File: src/rtl/bus_arb_pkg.sv
package bus_arb_pkg;

  // Ownership decision taken at each clock edge
  typedef enum logic [2:0] {
    HO_NONE,     // idle, nobody requesting
    HO_START,    // idle, install winner of direct pick
    HO_HOLD,     // owner active, no acknowledge yet
    HO_RENEW,    // acknowledge, owner kept by lock
    HO_PASS,     // acknowledge, registered candidate takes over
    HO_RELEASE   // acknowledge, nothing to hand over
  } handover_e;

endpackage

File: src/rtl/bus_arb_pick.sv
module bus_arb_pick #(
  parameter int N   = 4,
  parameter int PW  = 2,
  parameter int IDW = 2
) (
  input  logic [N-1:0]    req,
  input  logic [N*PW-1:0] prio,
  input  logic [IDW-1:0]  last,
  output logic            valid,
  output logic [IDW-1:0]  id
);

  always_comb begin : pick
    logic [PW-1:0]  top;
    logic           found;
    logic [IDW-1:0] idx;
    top = '0;
    for (int i = 0; i < N; i++) begin
      if (req[i] && (prio[i*PW +: PW] > top)) top = prio[i*PW +: PW];
    end
    found = 1'b0;
    id    = '0;
    for (int k = 1; k <= N; k++) begin
      idx = IDW'((int'(last) + k) % N);
      if (!found && req[idx] && (prio[idx*PW +: PW] == top)) begin
        found = 1'b1;
        id    = idx;
      end
    end
    valid = |req;
  end

endmodule

File: src/rtl/bus_arb_lock_timer.sv
module bus_arb_lock_timer #(
  parameter int LIMIT = 64,
  parameter int CW    = 7
) (
  input  logic clk,
  input  logic rst,
  input  logic restart,
  input  logic count_en,
  output logic expired
);

  logic [CW-1:0] cnt_q;

  always_ff @(posedge clk) begin
    if (rst || restart)            cnt_q <= '0;
    else if (!count_en)            cnt_q <= '0;
    else if (cnt_q != CW'(LIMIT))  cnt_q <= cnt_q + 1'b1;
  end

  assign expired = (cnt_q == CW'(LIMIT));

  assert_cnt_bound_R10: assert property (@(posedge clk) disable iff (rst)
    cnt_q <= CW'(LIMIT));

  assert_restart_clears_R10: assert property (@(posedge clk) disable iff (rst)
    restart |=> !expired);

endmodule

File: src/rtl/bus_owner_arbiter.sv
module bus_owner_arbiter
  import bus_arb_pkg::*;
#(
  parameter int N_MASTERS  = 4,
  parameter int PRIO_W     = 2,
  parameter int LOCK_LIMIT = 64
) (
  input  logic                        clk,
  input  logic                        rst,
  input  logic [N_MASTERS-1:0]        req,
  input  logic [N_MASTERS*PRIO_W-1:0] req_prio,
  input  logic [N_MASTERS-1:0]        req_lock,
  input  logic                        addr_ack,
  output logic [N_MASTERS-1:0]        grant,
  output logic                        owner_valid,
  output logic [((N_MASTERS > 1) ? $clog2(N_MASTERS) : 1)-1:0] owner_id
);

  localparam int IDW = (N_MASTERS > 1) ? $clog2(N_MASTERS) : 1;
  localparam int CW  = $clog2(LOCK_LIMIT + 1);

  logic                 owner_valid_q;
  logic [IDW-1:0]       owner_id_q;
  logic [IDW-1:0]       last_q;
  logic                 cand_valid_q;
  logic [IDW-1:0]       cand_id_q;
  logic [N_MASTERS-1:0] grant_q;

  logic                 idle_valid;
  logic [IDW-1:0]       idle_id;
  logic                 nxt_cand_valid;
  logic [IDW-1:0]       nxt_cand_id;
  logic [N_MASTERS-1:0] cand_req;

  handover_e            decision;
  logic                 nxt_valid;
  logic [IDW-1:0]       nxt_id;
  logic [IDW-1:0]       nxt_last;
  logic                 fire;
  logic                 restart;
  logic                 lock_expired;
  logic                 owner_locked;

  // Direct pick used only when the bus is idle
  bus_arb_pick #(.N(N_MASTERS), .PW(PRIO_W), .IDW(IDW)) u_pick_idle (
    .req   (req),
    .prio  (req_prio),
    .last  (last_q),
    .valid (idle_valid),
    .id    (idle_id)
  );

  assign owner_locked = owner_valid_q && req_lock[owner_id_q];

  bus_arb_lock_timer #(.LIMIT(LOCK_LIMIT), .CW(CW)) u_lock_timer (
    .clk      (clk),
    .rst      (rst),
    .restart  (restart),
    .count_en (owner_locked),
    .expired  (lock_expired)
  );

  // Handover decision for this edge
  always_comb begin
    if (!owner_valid_q)                                decision = idle_valid ? HO_START : HO_NONE;
    else if (!addr_ack)                                decision = HO_HOLD;
    else if (owner_locked && req[owner_id_q] && !lock_expired) decision = HO_RENEW;
    else if (cand_valid_q && req[cand_id_q])           decision = HO_PASS;
    else                                               decision = HO_RELEASE;
  end

  always_comb begin
    nxt_valid = owner_valid_q;
    nxt_id    = owner_id_q;
    nxt_last  = last_q;
    fire      = 1'b0;
    restart   = 1'b0;
    case (decision)
      HO_START: begin
        nxt_valid = 1'b1;
        nxt_id    = idle_id;
        nxt_last  = idle_id;
        fire      = 1'b1;
        restart   = 1'b1;
      end
      HO_RENEW: fire = 1'b1;
      HO_PASS: begin
        nxt_id   = cand_id_q;
        nxt_last = cand_id_q;
        fire     = 1'b1;
        restart  = 1'b1;
      end
      HO_RELEASE: begin
        nxt_valid = 1'b0;
        restart   = 1'b1;
      end
      default: ;
    endcase
  end

  // Overlapped pick for the next tenure, based on the state being installed
  always_comb begin
    cand_req = req;
    if (nxt_valid) cand_req[nxt_id] = 1'b0;
  end

  bus_arb_pick #(.N(N_MASTERS), .PW(PRIO_W), .IDW(IDW)) u_pick_next (
    .req   (cand_req),
    .prio  (req_prio),
    .last  (nxt_last),
    .valid (nxt_cand_valid),
    .id    (nxt_cand_id)
  );

  always_ff @(posedge clk) begin
    if (rst) begin
      owner_valid_q <= 1'b0;
      owner_id_q    <= '0;
      last_q        <= IDW'(N_MASTERS - 1);
      cand_valid_q  <= 1'b0;
      cand_id_q     <= '0;
      grant_q       <= '0;
    end else begin
      owner_valid_q <= nxt_valid;
      owner_id_q    <= nxt_id;
      last_q        <= nxt_last;
      cand_valid_q  <= nxt_cand_valid;
      cand_id_q     <= nxt_cand_id;
      grant_q       <= fire ? (N_MASTERS'(1) << nxt_id) : '0;
    end
  end

  assign grant       = grant_q;
  assign owner_valid = owner_valid_q;
  assign owner_id    = owner_id_q;

  assert_grant_onehot_R5: assert property (@(posedge clk) disable iff (rst)
    $onehot0(grant_q));

  assert_grant_matches_owner_R5: assert property (@(posedge clk) disable iff (rst)
    (|grant_q) |-> (owner_valid_q && grant_q[owner_id_q]));

  assert_idle_quiet_R2: assert property (@(posedge clk) disable iff (rst)
    (!owner_valid_q && (req == '0)) |=> (!owner_valid_q && (grant_q == '0)));

  assert_idle_grant_R6: assert property (@(posedge clk) disable iff (rst)
    (!owner_valid_q && (|req)) |=> (owner_valid_q && (|grant_q)));

  assert_hold_until_ack_R7: assert property (@(posedge clk) disable iff (rst)
    (owner_valid_q && !addr_ack) |=> (owner_valid_q && $stable(owner_id_q) && (grant_q == '0)));

  assert_lock_keeps_R9: assert property (@(posedge clk) disable iff (rst)
    (owner_valid_q && addr_ack && req_lock[owner_id_q] && req[owner_id_q] && !lock_expired)
      |=> (owner_valid_q && (owner_id_q == $past(owner_id_q)) && (|grant_q)));

  assert_cand_not_owner_R11: assert property (@(posedge clk) disable iff (rst)
    (owner_valid_q && cand_valid_q) |-> (cand_id_q != owner_id_q));

endmodule

File: config.mk
export PLATFORM = sky130hd
export DESIGN_NAME = bus_owner_arbiter
export DESIGN_NICKNAME = d
export VERILOG_FILES = /design/src/rtl/bus_arb_pkg.sv /design/src/rtl/bus_arb_pick.sv /design/src/rtl/bus_arb_lock_timer.sv /design/src/rtl/bus_owner_arbiter.sv
export SDC_FILE = /design/constraint.sdc
export NUM_CORES = 1
export LEC_CHECK = 0
export ABC_AREA = 1
export BUFFER_PORTS_ARGS = -buffer_cell sky130_fd_sc_hd__buf_2
export CAP_MARGIN = 40
export CORE_MARGIN = 2
export CORE_UTILIZATION = 40
export CTS_BUF_LIST = sky130_fd_sc_hd__clkbuf_8
export DETAILED_ROUTE_END_ITERATION = 16
export PLACE_DENSITY = 0.57
export SYNTH_ARGS = -nofsm -noshare
export SYNTH_HDL_FRONTEND = slang
export SYNTH_HIERARCHICAL = 1
export SYNTH_SLANG_ARGS = --single-unit
export TNS_END_PERCENT = 100
File: constraint.sdc
create_clock -name clk -period 19.4 [get_ports clk]
set_input_delay 0.97 -clock clk [delete_from_list [all_inputs] [get_ports clk]]
set_output_delay 0.97 -clock clk [all_outputs]
set_load 0.02 [all_outputs]
Yosys cells after proc, flatten, opt, wreduce, memory -nomap -nowiden
Cells that the tools add are included.

word-level totals
  bits of input ports = 19
  flip-flop bits (word level) = 19
  logic and storage cells = 160
  output and inout port bits = 7

operators by class
  equality and inequality tests = 14
  $add $sub $neg = 9
  bitwise gates (word level) = 4
  shifts and indexed selects = 9
  reduce and logical (&&, ||, !) cells = 41
  order comparisons = 19
  mux-type cells = 57

operators with widths
  kind                                                 number
  indexed part select 8 x 4 -> 2 bit                   8
  < comparator 2 x 3 -> 1 bit (second input constant)  11
  two-way mux 2 bit                                    16
  logical AND 1 bit                                    27
  binary-select mux 1 bit (select 2 bit)               11
  two-way mux 1 bit                                    22
  == test 2 bit                                        8
  greater-than comparator 2 bit                        6
  two-way mux 3 bit                                    3
  adder 2 x 1 -> 2 bit (second input constant)         4
  adder 2 bit (second input constant)                  4
  one-hot mux 2 bit (2 select lines)                   2
  OR reduction 4 bit                                   2
  adder 7 x 1 -> 7 bit (second input constant)         1
  == test 7 bit (second input constant)                1
  zero test 1 bit                                      7
  inequality test 7 bit (second input constant)        1
  == test 3 bit (second input constant)                2
  OR reduction 3 bit                                   2
  AND 4 bit                                            1
  two-way mux 4 bit                                    1
  NOT 4 bit                                            1
  OR reduction 2 bit                                   2
  << shifter 1 x 2 -> 4 bit (first input constant)     1
  8 further kinds                                      9

Depth between registers and ports, before layout
Gate-level depths: netlist of the first run.

  depth after elaboration = 61
  depth in mapped cells = 70
  gate-level depth less buffers = 70

Cells and area by module
Netlist of the first run, hierarchy kept.

by module, submodules not included
  module              area an instance (sq um)  instances  cells each
  bus_arb_pick        952.2                     2          180
  bus_owner_arbiter   739.5                     1          114
  bus_arb_lock_timer  386.6                     1          53

Worst setup path after synthesis of the first run
OpenSTA, ideal clock, no wires.

  kind = input-to-reg
  start point = input req[0]
  end point = register cand_id_q[0]
  setup time = 124 ps
  cell stages on the path = 63
  data arrival time = 7297 ps
  path buffers = 0
  path slack = 11979 ps
  path through = nand2_1 > inv_1 > ha_1 > a21oi_4 > nand2_2 > nand2_1 > nand2_1 > ha_1 > nand2_1 > nand2_1 > nand3_2 > inv_2 > nand2_1 > nand2_1 > ha_1 > nand2_1 > nand2_1 > nor2_2 > [27 not listed] > nand2_1 > ha_1 > nand2_1 > nand2_1 > nor2_2 > inv_1 > nand3_2 > nand2_2 > nand2_1 > nand2_1 > nor2_4 > inv_1 > nand3_1 > nand2_1 > nand2_1 > nand2_1 > inv_1 > nor2_1

on the way
  cells in the longest elaborated chain, start to end = 60

ends and longest elaborated chain
  what                             RTL line                  source
  start: declaration               bus_owner_arbiter.sv:10   input logic [N_MASTERS-1:0] req,
  logical AND 1 bit                bus_arb_pick.sv:19        if (req[i] && (prio[i*PW +: PW] > top)) top = prio[i*PW +: PW];
  two-way mux 2 bit                bus_arb_pick.sv:19
  greater-than comparator 2 bit    bus_arb_pick.sv:19
  logical AND 1 bit                bus_arb_pick.sv:19
  two-way mux 2 bit                bus_arb_pick.sv:19
  greater-than comparator 2 bit    bus_arb_pick.sv:19
  logical AND 1 bit                bus_arb_pick.sv:19
  two-way mux 2 bit                bus_arb_pick.sv:19
  [18 not listed]                  -
  via idle_id[0]                   bus_owner_arbiter.sv:30   logic [IDW-1:0] idle_id;
  [8 not listed]                   -
  via cand_req[0]                  bus_owner_arbiter.sv:33   logic [N_MASTERS-1:0] cand_req;
  [17 not listed]                  -
  two-way mux 1 bit                bus_arb_pick.sv:25        if (!found && req[idx] && (prio[idx*PW +: PW] == top)) begin
  zero test 1 bit                  bus_arb_pick.sv:25
  logical AND 1 bit (2 in series)  bus_arb_pick.sv:25
  two-way mux 1 bit                bus_arb_pick.sv:25
  zero test 1 bit                  bus_arb_pick.sv:25
  logical AND 1 bit (2 in series)  bus_arb_pick.sv:25
  two-way mux 2 bit *              bus_arb_pick.sv:25
  via nxt_cand_id[0]               bus_owner_arbiter.sv:32   logic [IDW-1:0] nxt_cand_id;
  end signal: assignment           bus_owner_arbiter.sv:128  cand_id_q <= nxt_cand_id;
  end: declaration                 bus_owner_arbiter.sv:26   logic [IDW-1:0] cand_id_q;

Mark *: on every way through the listed nets, which the timed path passes. The rest lies on a longest branch. The select of a mux whose other input is x is not followed.
A chain may end at the register's enable or synchronous reset.

Worst setup path in the final report of the first run
Ends and elaborated chain as after synthesis.

==> out/metrics.yaml, run 1 <==
outcome:
  outcome: "finished clean"
critical_path:
  crit_slowest_cell: "sky130_fd_sc_hd__ha_1"
  crit_path_max_incr_delay_ns: 0.37
  timing_worst_setup_path_type: "input port to register"
  rr_startpoint: "last_q[0]"
  setup.worst_path.end_class: "register"
  critical_path.max_fanout: 6
  critical_path_arrival_ns: 8.40
  regToRegSetupSlack_ns: 13.08
  timing.critical_path.to: "cand_id_q[0]"
  startpoint_type: "input port"
  timing.critical_path.mode_cell: "sky130_fd_sc_hd__nand2_1"
  reg2reg_depth: 45
  timing.critical_path.required_ns: 19.60
  worstSetupStartpoint: "req[0]"
  capture_instance_of_the_worst_register_to_register_path: "cand_id_q[0]"
pwr:
  power_leakage_nw: 1.80
  power_density_nw_per_um2: 150
  ir_drop_v: 0.0000650
cts:
  cts.repair.resized: 0
  cts.sink_count: 19
  cts_post_setup_buffers_inserted: 0
  clock_path_buffers: 2
  cts_hold_buf: 0
  worstSkewPairLatency_ns: 0.25
  cts_made_buffers: 3
  tritoncts: "done"
  clkSlewWorstSetupHoldPaths_ns: 0.07
  cts_root_buffer: "sky130_fd_sc_hd__clkbuf_8"
  ctsHtreeMaxLevel: 1
drt:
  detailroute.via_count: 3124
  remaining_drc_errors: 0
  drt_pass1_iterations: 4
  route.final.wire_length_um: 7280
  drt_iter0_drc: 198
  detail-route-antenna-nets: 0
  wl_per_cell_um: 11.3
  vias_per_cell: 4.84
floorplanning:
  fp.dieW_um: 91.0
  num_io_pins: 26
  initial_utilization_pct: 41.6
  dieArea_um2: 8290
  num_rows: 31
  floorplan.die.height_um: 91.0
  core-area_um2: 7290
global_routing:
  use_met1_pct: 26.1
  grt.met3_usage_pct: 1.08
  number_of_global_route_vias_before_repair: 3039
  met2_global_route_usage_pct: 32.7
  globalRouteTotalUtil_pct: 18.9
  grt_busiest_layer: "met2"
  globalRouteOverflowTotal: 0
  grt_start_max_net_pins: 30
  antenna_found_initial: 0
  grt_first_pass_wirelength_um: 13400
synth:
  synthMostInstantiatedCell: "sky130_fd_sc_hd__nand2_1"
  mapped_cells: 527
  synthArstFlopShare_pct: 0
  post_synth_xor_area_fraction_pct: 1.94
  synth.net_count: 560
  synth-simple-area-share_pct: 51.8
  synth.ff_latch_count: 19
  synth_enable_flop_cells: 0
  post_synth_num_cell_types: 31
  synthAdderAreaFrac_pct: 5.78
  synth_largest_type_area_fraction_pct: 19.3
  postSynthAreaPerCell_um2: 5.75
  ys_top_cells_by_count: "sky130_fd_sc_hd__nand2_1, sky130_fd_sc_hd__inv_1, sky130_fd_sc_hd__nand3_1, sky130_fd_sc_hd__nor2_1, sky130_fd_sc_hd__o21ai_0"
  ys_seq_area_share_pct: 12.6
  post_synth_main_area_contributors: "sky130_fd_sc_hd__nand2_1, sky130_fd_sc_hd__dfxtp_1, sky130_fd_sc_hd__inv_1, sky130_fd_sc_hd__nand3_1, sky130_fd_sc_hd__ha_1"
  synth-compound-area-share_pct: 12.6
  synth_top_flop_cell: "sky130_fd_sc_hd__dfxtp_1"
  syn-cell-area_um2: 3030
  synth.yosys.warnings: 6
  netlist.top_cell.by_area: "sky130_fd_sc_hd__nand2_1"
  synth_top_family_by_area: "simple AND/OR/NAND/NOR gates"
  synth.mux.area_fraction_pct: 0
worst_hold_path:
  worstHoldPathType: "register to register"
  worst_hold_path.num_cells: 2
place:
  globalplace.congestion: 0.885
  placedCellCount: 642
  detailed_place_hpwl_um: 6140
  placement.io_buffers: 25
sta:
  min_period_over_period_pct: 42.3
  max_freq_ghz: 0.122
  final-hold-violation-count: 0
  grt_setup_unrepaired: "no"
  worst_slew_pin_slew_ns: 0.874
  timing_max_transition_violations_final: 0
  final-setup-viol-count: 0
  slew_headroom_pct: 41.7
  final.setup_skew_ns: 0.00407
  setup_tns_ns: 0
  finalWorstPathRequiredPeriod_ns: 8.20
cells_and_area:
  post_route_cells_drive_above_1_share_pct: 17.2
  area_of_all_sequential_standard_cells_um2: 380
  layout.filler_cells: 843
  non_filler_instance_count_after_layout: 646
  insertedDiodeCount: 0
  syn2layout_area_growth_pct: 7.06
  area_of_the_multi_input_gates_um2: 2180
  fin_nets: 581
flow_run:
  cap_viol_max_count: 0
## sequential cells by signal, summed over array words and instances, names as in the netlist
signal	cells
u_lock_timer/cnt_q	7
grant	4
cand_id_q	2
cand_valid_q	1
owner_valid	1
last_q	2
owner_id	2
## cell families (layout without fill, tap and decap cells)
kind of cell / after synthesis / in the layout
buf+inv: 111 / 131
simple gates: 313 / 313
fa+ha+maj: 14 / 14
xor+xnor: 5 / 5
flops: 19 / 19
compound gates: 65 / 65
## metal layers
metal	vias to the layer above	part of all wire (%)
met4	0	0.69
met3	4	2.4
met2	53	46
met1	1371	51
met5	-	0
li1	1696	-
## layout make-up
type / count / area share [%]
Inverter: 102 / 11.9
Clock buffer: 3 / 1.27
Multi-Input combinational cell: 397 / 67.3
Clock inverter: 1 / 0.154
Tap cell: 99 / 3.82
Sequential cell: 19 / 11.7
Timing Repair Buffer: 25 / 3.86
## critical path: cells and delay by family
kind / cells / cell delay [ns]
adder cells (fa/ha/maj): 6 / 1.82
buffers and inverters: 8 / 0.69
AO/OA/AOI/OAI: 5 / 0.98
AND/OR/NAND/NOR: 41 / 3.90
## power breakdown
| group | switching (W) | total, W | internal, W |
|---|---|---|---|
| registers | 0.0000125 | 0.0000591 | 0.0000466 |
| logic | 0.000257 | 0.000400 | 0.000144 |
| clock network | 0.0000127 | 0.0000269 | 0.0000142 |
| total | 0.000282 | 0.000486 | 0.000204 |
## how the worst min path moves through the flow
| stage | startpoint | endpoint | slack (ns) |
|---|---|---|---|
| detailed placement | u_lock_timer/cnt_q[6] | u_lock_timer/cnt_q[6] | 0.51 |
| finish | u_lock_timer/cnt_q[6] | u_lock_timer/cnt_q[6] | 0.51 |
| floorplan | last_q[0] | last_q[0] | 0.47 |
| CTS | u_lock_timer/cnt_q[6] | u_lock_timer/cnt_q[6] | 0.52 |
| global placement | u_lock_timer/cnt_q[6] | u_lock_timer/cnt_q[6] | 0.49 |
| global route | u_lock_timer/cnt_q[6] | u_lock_timer/cnt_q[6] | 0.56 |
## layout by cell type, fill, tap and decap left out, types with 4 or more instances in the layout
cell                       netlist  layout
sky130_fd_sc_hd__a21oi_1        11      11
sky130_fd_sc_hd__nor2_1         33      33
sky130_fd_sc_hd__nand2_1       156     156
sky130_fd_sc_hd__nand3_1        67      67
sky130_fd_sc_hd__o21ai_1        14      14
sky130_fd_sc_hd__nand2_2        13      13
sky130_fd_sc_hd__inv_2           9       9
sky130_fd_sc_hd__nor2_4         10      10
sky130_fd_sc_hd__buf_2           2      25
sky130_fd_sc_hd__o21a_1          4       4
sky130_fd_sc_hd__dfxtp_1        19      19
sky130_fd_sc_hd__nand2_4         5       5
sky130_fd_sc_hd__ha_1           14      14
sky130_fd_sc_hd__o21ai_0        30      30
sky130_fd_sc_hd__nand3b_1        8       8
sky130_fd_sc_hd__nor2_2          6       6
sky130_fd_sc_hd__nand3_2        11      11
sky130_fd_sc_hd__inv_1          91      91
## metrics by stage
stage	utilization, %	hold slack (ns)	cell area, um^2	power (W)	setup WS [ns]
finish	44.5	0.514	3240	0.000486	11.20
global route	44.5	0.564	3240	0.000555	10.25
CTS	44.5	0.520	3240	0.000490	11.14
detailed placement	43.9	0.508	3200	0.000462	10.90
global placement	43.9	0.493	3200	0.000456	11.10
floorplan	-	0.467	3030	0.000408	11.98
Note: power is estimated with default switching activity, not from simulation.
==> run 2, diff against run 1 <==
- clock period: 19.4 -> 8.4 ns (I/O delays scaled with it)
==> out/metrics.yaml, run 2 (synthesized netlist as in run 1, its figures left out) <==
critical_path:
  crit_path_max_incr_delay_ns: 0.35
  timing_worst_setup_path_type: "input port to register"
  critical_path.max_fanout: 6
  timing.critical_path.mode_cell: "sky130_fd_sc_hd__nand2_1"
  reg2reg_depth: 45
  startpoint_type: "input port"
  crit_slowest_cell: "sky130_fd_sc_hd__ha_1"
  setup.worst_path.end_class: "register"
  critical_path_arrival_ns: 7.65
  timing.critical_path.required_ns: 8.55
cts:
  tritoncts: "done"
  cts.repair.resized: 0
  cts_made_buffers: 3
  cts_hold_buf: 0
  ctsHtreeMaxLevel: 1
  clkSlewWorstSetupHoldPaths_ns: 0.07
  cts_root_buffer: "sky130_fd_sc_hd__clkbuf_8"
  worstSkewPairLatency_ns: 0.25
  cts.sink_count: 19
  cts_post_setup_buffers_inserted: 0
  clock_path_buffers: 2
outcome:
  outcome: "finished clean"
drt:
  drt_iter0_drc: 93
  route.final.wire_length_um: 7370
  wl_per_cell_um: 11.4
  remaining_drc_errors: 0
  detailroute.via_count: 3124
  vias_per_cell: 4.84
  drt_pass1_iterations: 4
  detail-route-antenna-nets: 0
cells_and_area:
  non_filler_instance_count_after_layout: 646
  layout_commonest_cell: "sky130_fd_sc_hd__nand2_1"
  largest_register: "u_lock_timer/cnt_q"
  largest_register_ff_count: 7
  post_route_cells_drive_above_1_share_pct: 17.9
  layout.cells.most_common_list: "sky130_fd_sc_hd__nand2_1, sky130_fd_sc_hd__inv_1, sky130_fd_sc_hd__nand3_1"
  fin_nets: 581
  syn2layout_area_growth_pct: 8.05
  insertedDiodeCount: 0
place:
  globalplace.congestion: 0.861
  placement.io_buffers: 25
  detailed_place_hpwl_um: 6200
  placedCellCount: 642
worst_hold_path:
  worst_hold_path.num_cells: 2
  worstHoldPathType: "input port to register"
global_routing:
  grt_first_pass_wirelength_um: 12900
  globalRouteOverflowTotal: 0
  number_of_global_route_vias_before_repair: 2890
  globalRouteTotalUtil_pct: 18.4
  antenna_found_initial: 0
  grt_start_max_net_pins: 30
sta:
  final_layout_worst_hold_slack_ns: 0.448
  min_period_over_period_pct: 89.3
  final-setup-viol-count: 0
  setup_tns_ns: 0
  max_freq_ghz: 0.133
  grt_setup_unrepaired: "no"
  timing_max_transition_violations_final: 0
  slew_headroom_pct: 39.9
  worst_slew_pin_slew_ns: 0.900
  final-hold-violation-count: 0
  final.setup_skew_ns: 0.00158
  finalWorstPathRequiredPeriod_ns: 7.51
floorplanning:
  floorplan.die.height_um: 91.0
  dieArea_um2: 8290
  num_rows: 31
  num_io_pins: 26
  fp.dieW_um: 91.0
  initial_utilization_pct: 41.6
  core-area_um2: 7290
pwr:
  power_leakage_nw: 1.81
  power_w: 0.00114
  power_density_nw_per_um2: 348
  ir_drop_v: 0.000137
flow_run:
  cap_viol_max_count: 0
## run 2: metrics by stage
step	util (%)	instance area, um^2	setup slack [ns]
floorplan	-	3030	1.53
CTS	44.5	3240	0.687
global placement	43.9	3200	0.533
finish	44.9	3270	0.895
global route	44.9	3270	0.0113
detailed placement	43.9	3200	0.434
## run 2: layout make-up
type / instances / area [um^2]
Clock inverter: 1 / 3.75
Inverter: 102 / 385
Sequential cell: 19 / 380
Clock buffer: 3 / 41.3
Timing Repair Buffer: 25 / 125
Multi-Input combinational cell: 397 / 2210
Fill cell: 842 / 4020
Tap cell: 99 / 124
## run 2: worst paths after layout
path	startpoint	endpoint	slack (ns)
max	req[0]	cand_id_q[0]	0.89
min	rst	cand_valid_q	0.45
max reg2reg	last_q[0]	cand_id_q[0]	2.19
min reg2reg	u_lock_timer/cnt_q[6]	u_lock_timer/cnt_q[6]	0.51
## run 2: critical path: cells and delay by family
family          cells  cell delay (ns)
buf+inv             7             0.61
simple gates       46             4.14
fa+ha+maj           6             1.84
compound gates      3             0.65
## run 2: routing by layer
metal  GRT usage (%)  up-vias  wire [um]  share of wire [%]
li1                -     1687          -                  -
met1            23.8     1385       3550                 48
met2            33.8       47       3560                 48
met3           0.830        5        203                2.8
met4            3.28        0         52               0.71
met5               0        -          0                  0
## run 2: report_power, final
part | switching (W) | internal (W)
Combinational | 0.000602 | 0.000338
Sequential | 0.0000299 | 0.000108
Clock | 0.0000290 | 0.0000325
